$ cat src/rtl/irq2_pkg.sv
package irq2_pkg;
  typedef enum logic [1:0] {
    MS_OPEN     = 2'd0,
    MS_HI_ONLY  = 2'd1,
    MS_NMI_ONLY = 2'd2
  } mask_state_e;

  function automatic mask_state_e decode_mask(input logic i_bit, input logic ui_bit);
    if (!i_bit)      return MS_OPEN;
    else if (!ui_bit) return MS_HI_ONLY;
    else             return MS_NMI_ONLY;
  endfunction
endpackage

$ cat src/rtl/irq2_gate.sv
module irq2_gate #(
  parameter int N_SRC = 8
) (
  input  logic             clk_i,
  input  logic             rst_ni,
  input  logic [N_SRC-1:0] src_req_i,
  input  logic [N_SRC-1:0] src_en_i,
  input  logic             nmi_i,
  input  logic             nmi_clr_i,
  output logic [N_SRC-1:0] act_o,
  output logic             nmi_pend_o
);
  logic nmi_q, nmi_flag_q, nmi_rise;

  assign act_o      = src_req_i & src_en_i;
  assign nmi_rise   = nmi_i & ~nmi_q;
  assign nmi_pend_o = nmi_flag_q | nmi_rise;

  always_ff @(posedge clk_i or negedge rst_ni) begin
    if (!rst_ni) begin
      nmi_q      <= 1'b0;
      nmi_flag_q <= 1'b0;
    end else begin
      nmi_q      <= nmi_i;
      nmi_flag_q <= nmi_pend_o & ~nmi_clr_i;
    end
  end

  AST_NMI_HELD_UNTIL_TAKEN: assert property (@(posedge clk_i) disable iff (!rst_ni)
    (nmi_pend_o && !nmi_clr_i) |=> nmi_pend_o) else $error("nmi dropped");
endmodule

$ cat src/rtl/irq2_select.sv
module irq2_select #(
  parameter int N_SRC = 8,
  localparam int IDX_W = (N_SRC > 1) ? $clog2(N_SRC) : 1
) (
  input  logic [N_SRC-1:0] act_i,
  input  logic [N_SRC-1:0] lvl_i,
  input  logic             nmi_pend_i,
  output logic             valid_o,
  output logic             nmi_o,
  output logic [IDX_W-1:0] idx_o,
  output logic             lvl_o
);
  logic [1:0]             hit;
  logic [1:0][IDX_W-1:0]  hit_idx;

  // one lowest-index finder per priority level
  for (genvar l = 0; l < 2; l++) begin : g_lvl
    logic [N_SRC-1:0] cand;
    assign cand = act_i & (l == 1 ? lvl_i : ~lvl_i);
    always_comb begin
      hit[l]     = 1'b0;
      hit_idx[l] = '0;
      for (int k = N_SRC - 1; k >= 0; k--) begin
        if (cand[k]) begin
          hit[l]     = 1'b1;
          hit_idx[l] = IDX_W'(k);
        end
      end
    end
  end

  always_comb begin
    nmi_o   = nmi_pend_i;
    valid_o = nmi_pend_i | hit[1] | hit[0];
    lvl_o   = hit[1];
    idx_o   = hit[1] ? hit_idx[1] : hit_idx[0];
  end
endmodule

$ cat src/rtl/irq2_mask_chk.sv
module irq2_mask_chk
  import irq2_pkg::*;
(
  input  logic imask_i,
  input  logic umask_i,
  input  logic valid_i,
  input  logic nmi_i,
  input  logic lvl_i,
  output logic take_ok_o
);
  mask_state_e ms;

  always_comb begin
    ms = decode_mask(imask_i, umask_i);
    unique case (ms)
      MS_OPEN:     take_ok_o = valid_i;
      MS_HI_ONLY:  take_ok_o = valid_i & (nmi_i | lvl_i);
      default:     take_ok_o = valid_i & nmi_i;
    endcase
  end
endmodule

$ cat src/rtl/irq2_arbiter.sv
module irq2_arbiter #(
  parameter int N_SRC    = 8,
  parameter int VEC_W    = 8,
  parameter int VEC_BASE = 16,
  parameter int NMI_VEC  = 7,
  localparam int IDX_W   = (N_SRC > 1) ? $clog2(N_SRC) : 1
) (
  input  logic             clk_i,
  input  logic             rst_ni,
  input  logic [N_SRC-1:0] src_req_i,
  input  logic [N_SRC-1:0] src_en_i,
  input  logic [N_SRC-1:0] src_lvl_i,
  input  logic             nmi_i,
  input  logic             imask_i,
  input  logic             umask_i,
  input  logic             insn_done_i,
  output logic             accept_o,
  output logic [VEC_W-1:0] vec_o,
  output logic [N_SRC-1:0] src_ack_o,
  output logic             mask_set_o
);
  logic [N_SRC-1:0] act;
  logic             nmi_pend, sel_valid, sel_nmi, sel_lvl, take_ok, take;
  logic [IDX_W-1:0] sel_idx;
  logic             accept_q, acc_lvl_q;
  logic [VEC_W-1:0] vec_q;
  logic [N_SRC-1:0] ack_q;

  irq2_gate #(.N_SRC(N_SRC)) u_gate (
    .clk_i, .rst_ni, .src_req_i, .src_en_i, .nmi_i,
    .nmi_clr_i (take & sel_nmi),
    .act_o     (act),
    .nmi_pend_o(nmi_pend)
  );

  irq2_select #(.N_SRC(N_SRC)) u_sel (
    .act_i     (act),
    .lvl_i     (src_lvl_i),
    .nmi_pend_i(nmi_pend),
    .valid_o   (sel_valid),
    .nmi_o     (sel_nmi),
    .idx_o     (sel_idx),
    .lvl_o     (sel_lvl)
  );

  irq2_mask_chk u_mask (
    .imask_i, .umask_i,
    .valid_i  (sel_valid),
    .nmi_i    (sel_nmi),
    .lvl_i    (sel_lvl),
    .take_ok_o(take_ok)
  );

  // no new acceptance while the previous one is being taken by the CPU
  assign take = take_ok & insn_done_i & ~accept_q;

  always_ff @(posedge clk_i or negedge rst_ni) begin
    if (!rst_ni) begin
      accept_q  <= 1'b0;
      acc_lvl_q <= 1'b0;
      vec_q     <= '0;
      ack_q     <= '0;
    end else begin
      accept_q <= take;
      ack_q    <= '0;
      if (take) begin
        acc_lvl_q <= sel_lvl | sel_nmi;
        if (sel_nmi) begin
          vec_q <= VEC_W'(NMI_VEC);
        end else begin
          vec_q        <= VEC_W'(VEC_BASE) + VEC_W'(sel_idx);
          ack_q[sel_idx] <= 1'b1;
        end
      end
    end
  end

  assign accept_o   = accept_q;
  assign mask_set_o = accept_q;
  assign vec_o      = vec_q;
  assign src_ack_o  = ack_q;

  AST_ACCEPT_AT_BOUNDARY: assert property (@(posedge clk_i) disable iff (!rst_ni)
    accept_o |-> $past(insn_done_i)) else $error("accept off boundary");
  AST_NO_BACK_TO_BACK: assert property (@(posedge clk_i) disable iff (!rst_ni)
    accept_o |=> !accept_o) else $error("back-to-back accept");
  AST_ACK_ONEHOT: assert property (@(posedge clk_i) disable iff (!rst_ni)
    $onehot0(src_ack_o) && (src_ack_o != '0 -> accept_o)) else $error("bad ack");
  AST_NMI_ONLY_STATE: assert property (@(posedge clk_i) disable iff (!rst_ni)
    (accept_o && $past(imask_i) && $past(umask_i)) |-> (vec_o == VEC_W'(NMI_VEC) && src_ack_o == '0))
    else $error("maskable taken while fully masked");
  AST_HI_ONLY_LEVEL: assert property (@(posedge clk_i) disable iff (!rst_ni)
    (accept_o && $past(imask_i)) |-> acc_lvl_q) else $error("level-0 taken while masked");
  AST_ACK_SOURCE_ACTIVE: assert property (@(posedge clk_i) disable iff (!rst_ni)
    (accept_o && src_ack_o != '0) |-> (($past(src_req_i & src_en_i) & src_ack_o) != '0))
    else $error("ack to inactive source");
endmodule

$ cat config.mk
export PLATFORM = sky130hd
export DESIGN_NAME = irq2_arbiter
export DESIGN_NICKNAME = d
export VERILOG_FILES = /design/src/rtl/irq2_pkg.sv /design/src/rtl/irq2_gate.sv /design/src/rtl/irq2_select.sv /design/src/rtl/irq2_mask_chk.sv /design/src/rtl/irq2_arbiter.sv
export SDC_FILE = /design/constraint.sdc
export NUM_CORES = 1
export LEC_CHECK = 0
export BUFFER_PORTS_ARGS = -buffer_cell sky130_fd_sc_hd__buf_4
export CAP_MARGIN = 20
export CORE_MARGIN = 2
export CORE_UTILIZATION = 48
export CTS_CLUSTER_DIAMETER = 50
export CTS_CLUSTER_SIZE = 25
export DETAILED_ROUTE_END_ITERATION = 10
export PLACE_DENSITY = 0.83
export SLEW_MARGIN = 0
export SYNTH_ARGS = -nofsm -noshare
export SYNTH_HDL_FRONTEND = slang
export SYNTH_HIERARCHICAL = 1
export SYNTH_SLANG_ARGS = --single-unit
$ cat constraint.sdc
create_clock -name clk_i -period 5.22 [get_ports clk_i]
set_clock_uncertainty 0.15 [all_clocks]
set_input_delay 1.044 -clock clk_i [delete_from_list [all_inputs] [get_ports clk_i]]
set_output_delay 1.044 -clock clk_i [all_outputs]
set_load 0.05 [all_outputs]
Word level (Yosys, flattened, before mapping)
Cells that the tools add are included.
{ "word_totals": {"elab_cells": 69, "reg_bits": 19, "out_inout_bits": 18} }
{ "classes": {"magnitude_cmp": 2, "bitwise": 17, "n_eq_ne": 1, "addsub": 1, "n_mux": 41, "n_reduce_logical": 2} }
{ "ops": {"columns": ["op", "n"], "rows": [
  ["2-to-1 mux 3 bit", 17],
  ["bitwise AND 8 bit", 3],
  ["2-to-1 mux 1 bit", 17],
  ["2-to-1 mux 8 bit", 2],
  ["NOT 8 bit", 1],
  ["bitwise AND 1 bit", 7],
  ["adder 5 x 3 -> 6 bit, first input constant", 1],
  ["2-to-1 mux 6 bit", 1],
  ["< comparator 3 x 4 -> 1 bit, second input constant", 1],
  ["2-to-1 mux 2 bit", 2],
  ["demux 1 bit (select 3 bit)", 1],
  [">= comparator 3 x 1 -> 1 bit, second input constant", 1],
  ["NOT 1 bit", 3],
  ["bitwise OR 1 bit", 3],
  ["== test 2 x 1 -> 1 bit, second input constant", 1],
  ["zero test 2 bit", 1],
  ["case mux 1 bit (2 select lines)", 1],
  ["logical AND 1 bit", 1]
]} }

Depth between registers and ports, before layout
Gate-level depths: netlist of run 1.
{ "depth": {"depth_word": 19, "mapped_depth": 10, "mapped_depth_nobuf": 9} }

By module
The synthesis of run 1 kept the hierarchy.
{ "by_module_without_submodules": {"columns": ["mod", "n_inst", "seq_area_each_um2", "area_per_inst_um2", "cells_per_inst"], "rows": [
  ["irq2_arbiter", 1, 325.3, 518.0, 45],
  ["irq2_select", 1, 0.0, 304.0, 41],
  ["irq2_gate", 1, 50.0, 130.1, 14],
  ["irq2_mask_chk", 1, 0.0, 18.8, 3]
]} }

Least setup slack after synthesis of run 1
No wires, ideal clock.
{ "synth_timing": {"path_kind": "input-to-reg", "startpoint": "in src_req_i[4]", "endpoint": "reg u_gate.nmi_flag_q", "required_time_ps": 4997, "t_arrival_ps": 2769, "setup_ps": 73, "cell_stages": 9, "path_buffers": 1, "setup_slack_ps": 2228, "cell_sequence": "and2_1 -> a22oi_2 -> nand4_4 -> or4_1 -> o31a_1 -> and3b_1 -> buf_2 -> and2_1 -> a21oi_2"} }
{ "synth_between": {"elab_chain_len": 16, "elab_cells_between_ends": 23} }
{ "synth_rtl": {"columns": ["element", "line_no", "rtl"], "rows": [
  ["start: declaration", "irq2_arbiter.sv:10", "input logic [N_SRC-1:0] src_req_i,"],
  ["bitwise AND 8 bit (*)", "irq2_gate.sv:15", "assign act_o = src_req_i & src_en_i;"],
  ["bitwise AND 8 bit (*)", "irq2_select.sv:19", "assign cand = act_i & (l == 1 ? lvl_i : ~lvl_i);"],
  ["2-to-1 mux 1 bit (*) (5 in series)", "irq2_select.sv:24", "if (cand[k]) begin"],
  ["named net sel_lvl", "irq2_arbiter.sv:23", "logic nmi_pend, sel_valid, sel_nmi, sel_lvl, take_ok, take;"],
  ["bitwise OR 1 bit (*) (2 in series)", "irq2_select.sv:34", "valid_o = nmi_pend_i | hit[1] | hit[0];"],
  ["named net sel_valid", "irq2_arbiter.sv:23", null],
  ["bitwise AND 1 bit, on equally long branches", "irq2_mask_chk.sv:18, irq2_mask_chk.sv:17", null],
  ["case mux 1 bit (2 select lines) (*)", "irq2_mask_chk.sv:15", "unique case (ms)"],
  ["named net take_ok", "irq2_arbiter.sv:23", null],
  ["bitwise AND 1 bit (*) (2 in series)", "irq2_arbiter.sv:55", "assign take = take_ok & insn_done_i & ~accept_q;"],
  ["named net take", "irq2_arbiter.sv:23", null],
  ["bitwise AND 1 bit (*)", "irq2_arbiter.sv:31", ".nmi_clr_i (take & sel_nmi),"],
  ["NOT 1 bit (*)", "irq2_gate.sv:25", "nmi_flag_q <= nmi_pend_o & ~nmi_clr_i;"],
  ["bitwise AND 1 bit (*)", "irq2_gate.sv:25", null],
  ["end signal: assignment", "irq2_gate.sv:25", null],
  ["end: declaration", "irq2_gate.sv:13", "logic nmi_q, nmi_flag_q, nmi_rise;"]
]} }
The timed path passes the listed nets; every way through them passes the cells marked *.
A chain may end at the register's enable or synchronous reset.

Worst setup path after layout of run 1
{ "layout_timing": {"startpoint": "in src_req_i[6]", "endpoint": "reg vec_q[4] (netlist: vec_o[4])"} }
{ "layout_between": {"elab_chain_len": 15, "elab_cells_between_ends": 41} }
{ "layout_rtl": {"columns": ["element", "line_no", "rtl"], "rows": [
  ["bitwise AND 8 bit (*)", "irq2_gate.sv:15", null],
  ["named net act[6]", "irq2_arbiter.sv:22", "logic [N_SRC-1:0] act;"],
  ["bitwise AND 8 bit (*)", "irq2_select.sv:19", null],
  ["2-to-1 mux 1 bit (*) (7 in series)", "irq2_select.sv:24", null],
  ["named net sel_lvl", "irq2_arbiter.sv:23", null],
  ["bitwise OR 1 bit (*) (2 in series)", "irq2_select.sv:34", null],
  ["named net sel_valid", "irq2_arbiter.sv:23", null],
  ["bitwise AND 1 bit, on equally long branches", "irq2_mask_chk.sv:18, irq2_mask_chk.sv:17", null],
  ["case mux 1 bit (2 select lines) (*)", "irq2_mask_chk.sv:15", null],
  ["named net take_ok", "irq2_arbiter.sv:23", null],
  ["bitwise AND 1 bit (*) (2 in series)", "irq2_arbiter.sv:55", null],
  ["end signal: assignment", "irq2_arbiter.sv:69", "vec_q <= VEC_W'(NMI_VEC);"],
  ["end signal: assignment", "irq2_arbiter.sv:71", "vec_q <= VEC_W'(VEC_BASE) + VEC_W'(sel_idx);"],
  ["end: declaration", "irq2_arbiter.sv:26", "logic [VEC_W-1:0] vec_q;"]
]} }
Marked as above.

==> results.yml, run 1 <==
detailed_routing:
  postRouteAntennaNets: 0
  drt-initial-drc-count: 9
  routed_wl_microns: 1990
  via_per_inst: 5.02
  vias: 864
  detail_route.drc_violations: 0
  wl_per_cell_microns: 11.6
  firstDrtPassIters: 4
timing:
  timing.fmax_mhz: 345
  fin_crit_sh: 0.556
  holdWs_ns: 0.372
  maxSlewViolCount: 0
  rsz0062_at_grt: "no"
  max-slew-margin-rel: 0.640
  finalSetupTns_ns: 0
  period_needed_ns: 2.90
  setup_ws_ns: 2.32
  hold_violations: 0
  tightest_slew_ns: 0.538
  setup_viol: 0
final_layout:
  fin_nets: 176
  drive_gt1_frac: 0.366
  layout_common_cells: "43 x buf_4, 15 x dfrtp_1, 12 x inv_1"
  fillers: 157
  antenna_cells: 0
  final_common_cell: "buf_4"
  area_growth_pct: 34.9
synthesis:
  ys_ff_latch: 15
  synth.avg_cell_area_sq_um: 9.43
  synth_edf_count: 0
  postSynthCellCount: 103
  netlist_area_sq_um: 971
  ys_async_sr_fraction: 1.00
  ys_warn_count: 6
  synth.distinct_cells: 36
  seq_area_frac_synth: 0.387
  synth_ff_type: "dfrtp_1"
clock_tree:
  cts-buffers-inserted: 3
  cts-root-buf: "clkbuf_4"
  clk_latency_ns: 0.28
  cts.clk_slew.worst_paths_ns: 0.08
  ctsResizeCount: 0
  clockBufferDepth: 2
  cts_sinks: 15
  postCtsSetupRepairBufs: 0
  cts_tree: "built"
  postCtsHoldBufs: 0
  htreeDepth: 1
hold_path:
  min_path_type: "reg2reg"
worst_setup_path:
  critical_path_class: "in2reg"
  r2r_setup_slack_ns: 3.22
  end_kind: "register"
  worst_ep_arrival_time_ns: 2.89
  critPathMaxFanout: 10
  startpoint_type: "input port"
  cp.required_ns: 5.21
grt:
  antenna_found_initial: 0
  overflow: 0
  grt_pass1_vias: 806
  grt_usage: 0.187
  grt_pass1_wl_microns: 3390
  grt_max_degree: 16
power:
  power_uw: 392
  cellPowerDensity_nw_per_um2: 299
  peakVddDrop_mv: 0.191
  power.static_leakage_nw: 0.672
floorplan:
  die_h_microns: 49.0
  pin_count: 48
  start_util: 0.500
  core_sq_um: 1940
  die-area_sq_um: 2400
  die_w_microns: 49.0
  placementRows: 16
flow_run:
  drv_cap: 0
placed_design:
  io_buffers: 43
  place_ws_ns: 2.04
  gp_congestion: 0.842
  dp_hpwl_microns: 1700
status:
  status: "finished clean"
==> worst max-delay path, stage by stage <==
cell	delay, ns
buf_4	0.10
and2_1	0.17
a22oi_2	0.27
nand4_4	0.17
or4_1	0.52
o31a_1	0.13
nand4bb_1	0.32
o21ai_0	0.17
==> report_power, final <==
group | internal, mW | switching [mW]
clock | 0.0297 | 0.0338
combinational | 0.0653 | 0.119
sequential | 0.134 | 0.0101
==> flip-flops by register name, indices dropped and copies added, names as in the netlist <==
name,count
src_ack_o,8
vec_o,4
accept_o,1
u_gate/nmi_flag_q,1
u_gate/nmi_q,1
==> metrics by stage <==
step	utilization	cells	instance area, sq um
after CTS	0.675	172	1310
after global routing	0.675	172	1310
after detailed placement	0.661	168	1280
after global placement	0.661	168	1280
after floorplan	-	106	982
final	0.675	172	1310
==> cells by family (layout without fill, tap and decap cells) <==
kind of cell / count (synthesis) / count (layout) / synth area share
AND/OR/NAND/NOR: 42 / 42 / 0.271
flip-flops: 15 / 15 / 0.387
multiplexers: 2 / 2 / 0.0206
other: 1 / 4 / 0.00386
buffers and inverters: 20 / 59 / 0.103
AO/OA/AOI/OAI: 21 / 21 / 0.197
XOR/XNOR: 2 / 2 / 0.0180
==> routing by layer <==
metal	track usage	vias up	wire (microns)
met2	0.342	40	1050
li1	-	430	-
met4	0.119	0	47
met1	0.202	389	765
met5	0	-	0
met3	0.0215	5	123
==> cell usage after synthesis, types with 2 or more instances <==
cell type | number | area [sq um]
nor2_1 | 4 | 15.0
nor2b_1 | 4 | 25.0
nand2b_1 | 5 | 31.3
xnor2_1 | 2 | 17.5
a21oi_1 | 3 | 15.0
inv_1 | 12 | 45.0
nor3_1 | 4 | 20.0
nor4_1 | 4 | 25.0
a22oi_2 | 2 | 25.0
and2_1 | 9 | 56.3
a31oi_1 | 2 | 12.5
buf_2 | 2 | 10.0
buf_4 | 6 | 45.0
mux2i_1 | 2 | 20.0
nand2_1 | 6 | 22.5
a22oi_4 | 2 | 42.5
dfrtp_1 | 15 | 375
==> final timing paths <==
kind                                    from                end  cells past startpoint
max                             src_req_i[6]           vec_o[4]                      8
min                        u_gate/nmi_flag_q  u_gate/nmi_flag_q                      2
max reg2reg                     u_gate/nmi_q           vec_o[4]                      6
min reg2reg                u_gate/nmi_flag_q  u_gate/nmi_flag_q                      2
max in group asynchronous             rst_ni       src_ack_o[3]                      1
min in group asynchronous             rst_ni           vec_o[2]                      1
==> area by class of cell <==
| class | instances | area (sq um) | area share |
|---|---|---|---|
| multi-input combinational | 71 | 507 | 0.387 |
| sequential | 15 | 375 | 0.287 |
| timing repair buffer | 43 | 323 | 0.246 |
| inverter | 12 | 45.0 | 0.0344 |
| tap | 27 | 33.8 | 0.0258 |
| clock buffer | 4 | 26.3 | 0.0201 |
(Power assumes the default switching activity.)
==> run 2, diff against run 1 <==
--- a/config.mk
+++ b/config.mk
@@ -8,11 +8,11 @@
 export BUFFER_PORTS_ARGS = -buffer_cell sky130_fd_sc_hd__buf_4
 export CAP_MARGIN = 20
 export CORE_MARGIN = 2
-export CORE_UTILIZATION = 48
+export CORE_UTILIZATION = 40
 export CTS_CLUSTER_DIAMETER = 50
 export CTS_CLUSTER_SIZE = 25
 export DETAILED_ROUTE_END_ITERATION = 10
-export PLACE_DENSITY = 0.83
+export PLACE_DENSITY = 0.74
 export SLEW_MARGIN = 0
 export SYNTH_ARGS = -nofsm -noshare
 export SYNTH_HDL_FRONTEND = slang
==> constraint.sdc (replaced) <==
create_clock -name clk_i -period 2.3 [get_ports clk_i]
set_clock_uncertainty 0.15 [all_clocks]
set_input_delay 0.46 -clock clk_i [delete_from_list [all_inputs] [get_ports clk_i]]
set_output_delay 0.46 -clock clk_i [all_outputs]
set_load 0.05 [all_outputs]
==> results.yml, run 2 (synthesized netlist as in run 1, its figures left out) <==
status:
  status: "finished clean"
flow_run:
  drv_cap: 0
timing:
  period_needed_ns: 2.20
  rsz0062_at_grt: "yes"
  maxSlewViolCount: 0
  setup_viol: 0
  finalSetupTns_ns: 0
  fin_crit_sh: 0.958
  hold_violations: 0
  timing.fmax_mhz: 454
  holdWs_ns: 0.153
worst_setup_path:
  critPathMaxFanout: 6
  startpoint_type: "input port"
  end_kind: "register"
  cp.required_ns: 2.33
  worst_ep_arrival_time_ns: 2.23
  critical_path_class: "in2reg"
detailed_routing:
  wl_per_cell_microns: 12.2
  detail_route.drc_violations: 0
  routed_wl_microns: 2330
  drt-initial-drc-count: 18
  postRouteAntennaNets: 0
  vias: 905
  via_per_inst: 4.74
  firstDrtPassIters: 5
clock_tree:
  clockBufferDepth: 2
  clk_latency_ns: 0.28
  cts_tree: "built"
  cts-root-buf: "clkbuf_4"
  htreeDepth: 1
  cts.clk_slew.worst_paths_ns: 0.09
  cts_sinks: 15
  postCtsSetupRepairBufs: 0
  cts-buffers-inserted: 3
power:
  peakVddDrop_mv: 0.723
  cellPowerDensity_nw_per_um2: 646
  pwr-share-clk: 0.157
  power.static_leakage_nw: 0.763
  swShare: 0.408
  internal_power_uw: 563
  p_comb_frac: 0.501
  seq_power_share: 0.342
  switchingPower_uw: 388
floorplan:
  die-area_sq_um: 2840
  die_h_microns: 53.3
  pin_count: 48
  die_w_microns: 53.3
  core_sq_um: 2250
  placementRows: 17
  start_util: 0.431
final_layout:
  layout_common_cells: "60 x buf_4, 15 x dfrtp_1, 12 x inv_1"
  final_common_cell: "buf_4"
  drive_gt1_frac: 0.479
  largest_reg_flops: 8
  fillers: 193
  fin_nets: 194
  area_growth_pct: 51.7
  antenna_cells: 0
placed_design:
  gp_congestion: 0.759
  io_buffers: 43
  dp_hpwl_microns: 1920
grt:
  antenna_found_initial: 0
  grt_usage: 0.191
  overflow: 0
  grt_pass1_vias: 918
  grt_pass1_wl_microns: 3910
  grt_max_degree: 16
hold_path:
  min_path_type: "in2reg"
==> run 2: final timing paths <==
| check | cells past startpoint | from | slack [ns] | endpoint |
|---|---|---|---|---|
| max | 8 | src_req_i[6] | 0.1 | vec_o[0] |
| min | 1 | nmi_i | 0.15 | u_gate/nmi_q |
| max in group asynchronous | 2 | rst_ni | 1.42 | src_ack_o[6] |
| min reg2reg | 2 | u_gate/nmi_flag_q | 0.37 | u_gate/nmi_flag_q |
| max reg2reg | 6 | u_gate/nmi_q | 0.37 | vec_o[0] |
| min in group asynchronous | 2 | rst_ni | 0.40 | u_gate/nmi_q |
==> run 2: cell type report <==
| type | count | area (sq um) | share of cell area |
|---|---|---|---|
| multi-input combinational | 71 | 531 | 0.360 |
| timing repair buffer | 61 | 460 | 0.313 |
| sequential | 15 | 375 | 0.255 |
| inverter | 12 | 45.0 | 0.0306 |
| tap | 28 | 35.0 | 0.0238 |
| clock buffer | 4 | 26.3 | 0.0178 |
==> run 2: power by group through the flow <==
stage / Combinational [mW] / Sequential [mW] / Clock (mW)
floorplan: 0.194 / 0.446 / 0
global placement: 0.466 / 0.328 / 0
detailed placement: 0.472 / 0.330 / 0
CTS: 0.475 / 0.325 / 0.149
global route: 0.518 / 0.330 / 0.164
finish: 0.477 / 0.325 / 0.149
==> run 2: worst max-delay path: stages <==
cell,delay (ns)
buf_4,0.11
and2_4,0.15
a22oi_2,0.28
nand4_4,0.11
or4_1,0.50
o31a_1,0.14
and3b_2,0.27
o22a_1,0.21
==> run 2: through the flow <==
step	utilization	instance area [sq um]	cells	total power [mW]	setup slack, ns
final	0.653	1470	191	0.951	0.0956
after global routing	0.653	1470	191	1.01	-0.00380
after global placement	0.632	1430	186	0.793	-0.157
after floorplan	-	1000	106	0.640	-0.0396
after detailed placement	0.632	1430	186	0.802	-0.231
after CTS	0.648	1460	191	0.950	0.0696
==> run 2: timing repair <==
| action | 4_1_cts | 5_1_grt |
|---|---|---|
| hold endpoints to repair | 15 | 0 |
| resized for setup | 0 | 3 |
| endpoints found under the setup margin | 0 | 10 |
| hold buffers | 1 | 0 |
==> run 2: routing by layer <==
| layer | up-vias | global-route usage | share of wire | wire length, microns |
|---|---|---|---|---|
| li1 | 470 | - | - | - |
| met1 | 406 | 0.223 | 0.42 | 969 |
| met2 | 29 | 0.350 | 0.53 | 1230 |
| met3 | 0 | 0.0537 | 0.055 | 129 |
| met4 | 0 | 0.0256 | 0 | 0 |
| met5 | - | 0 | 0 | 0 |
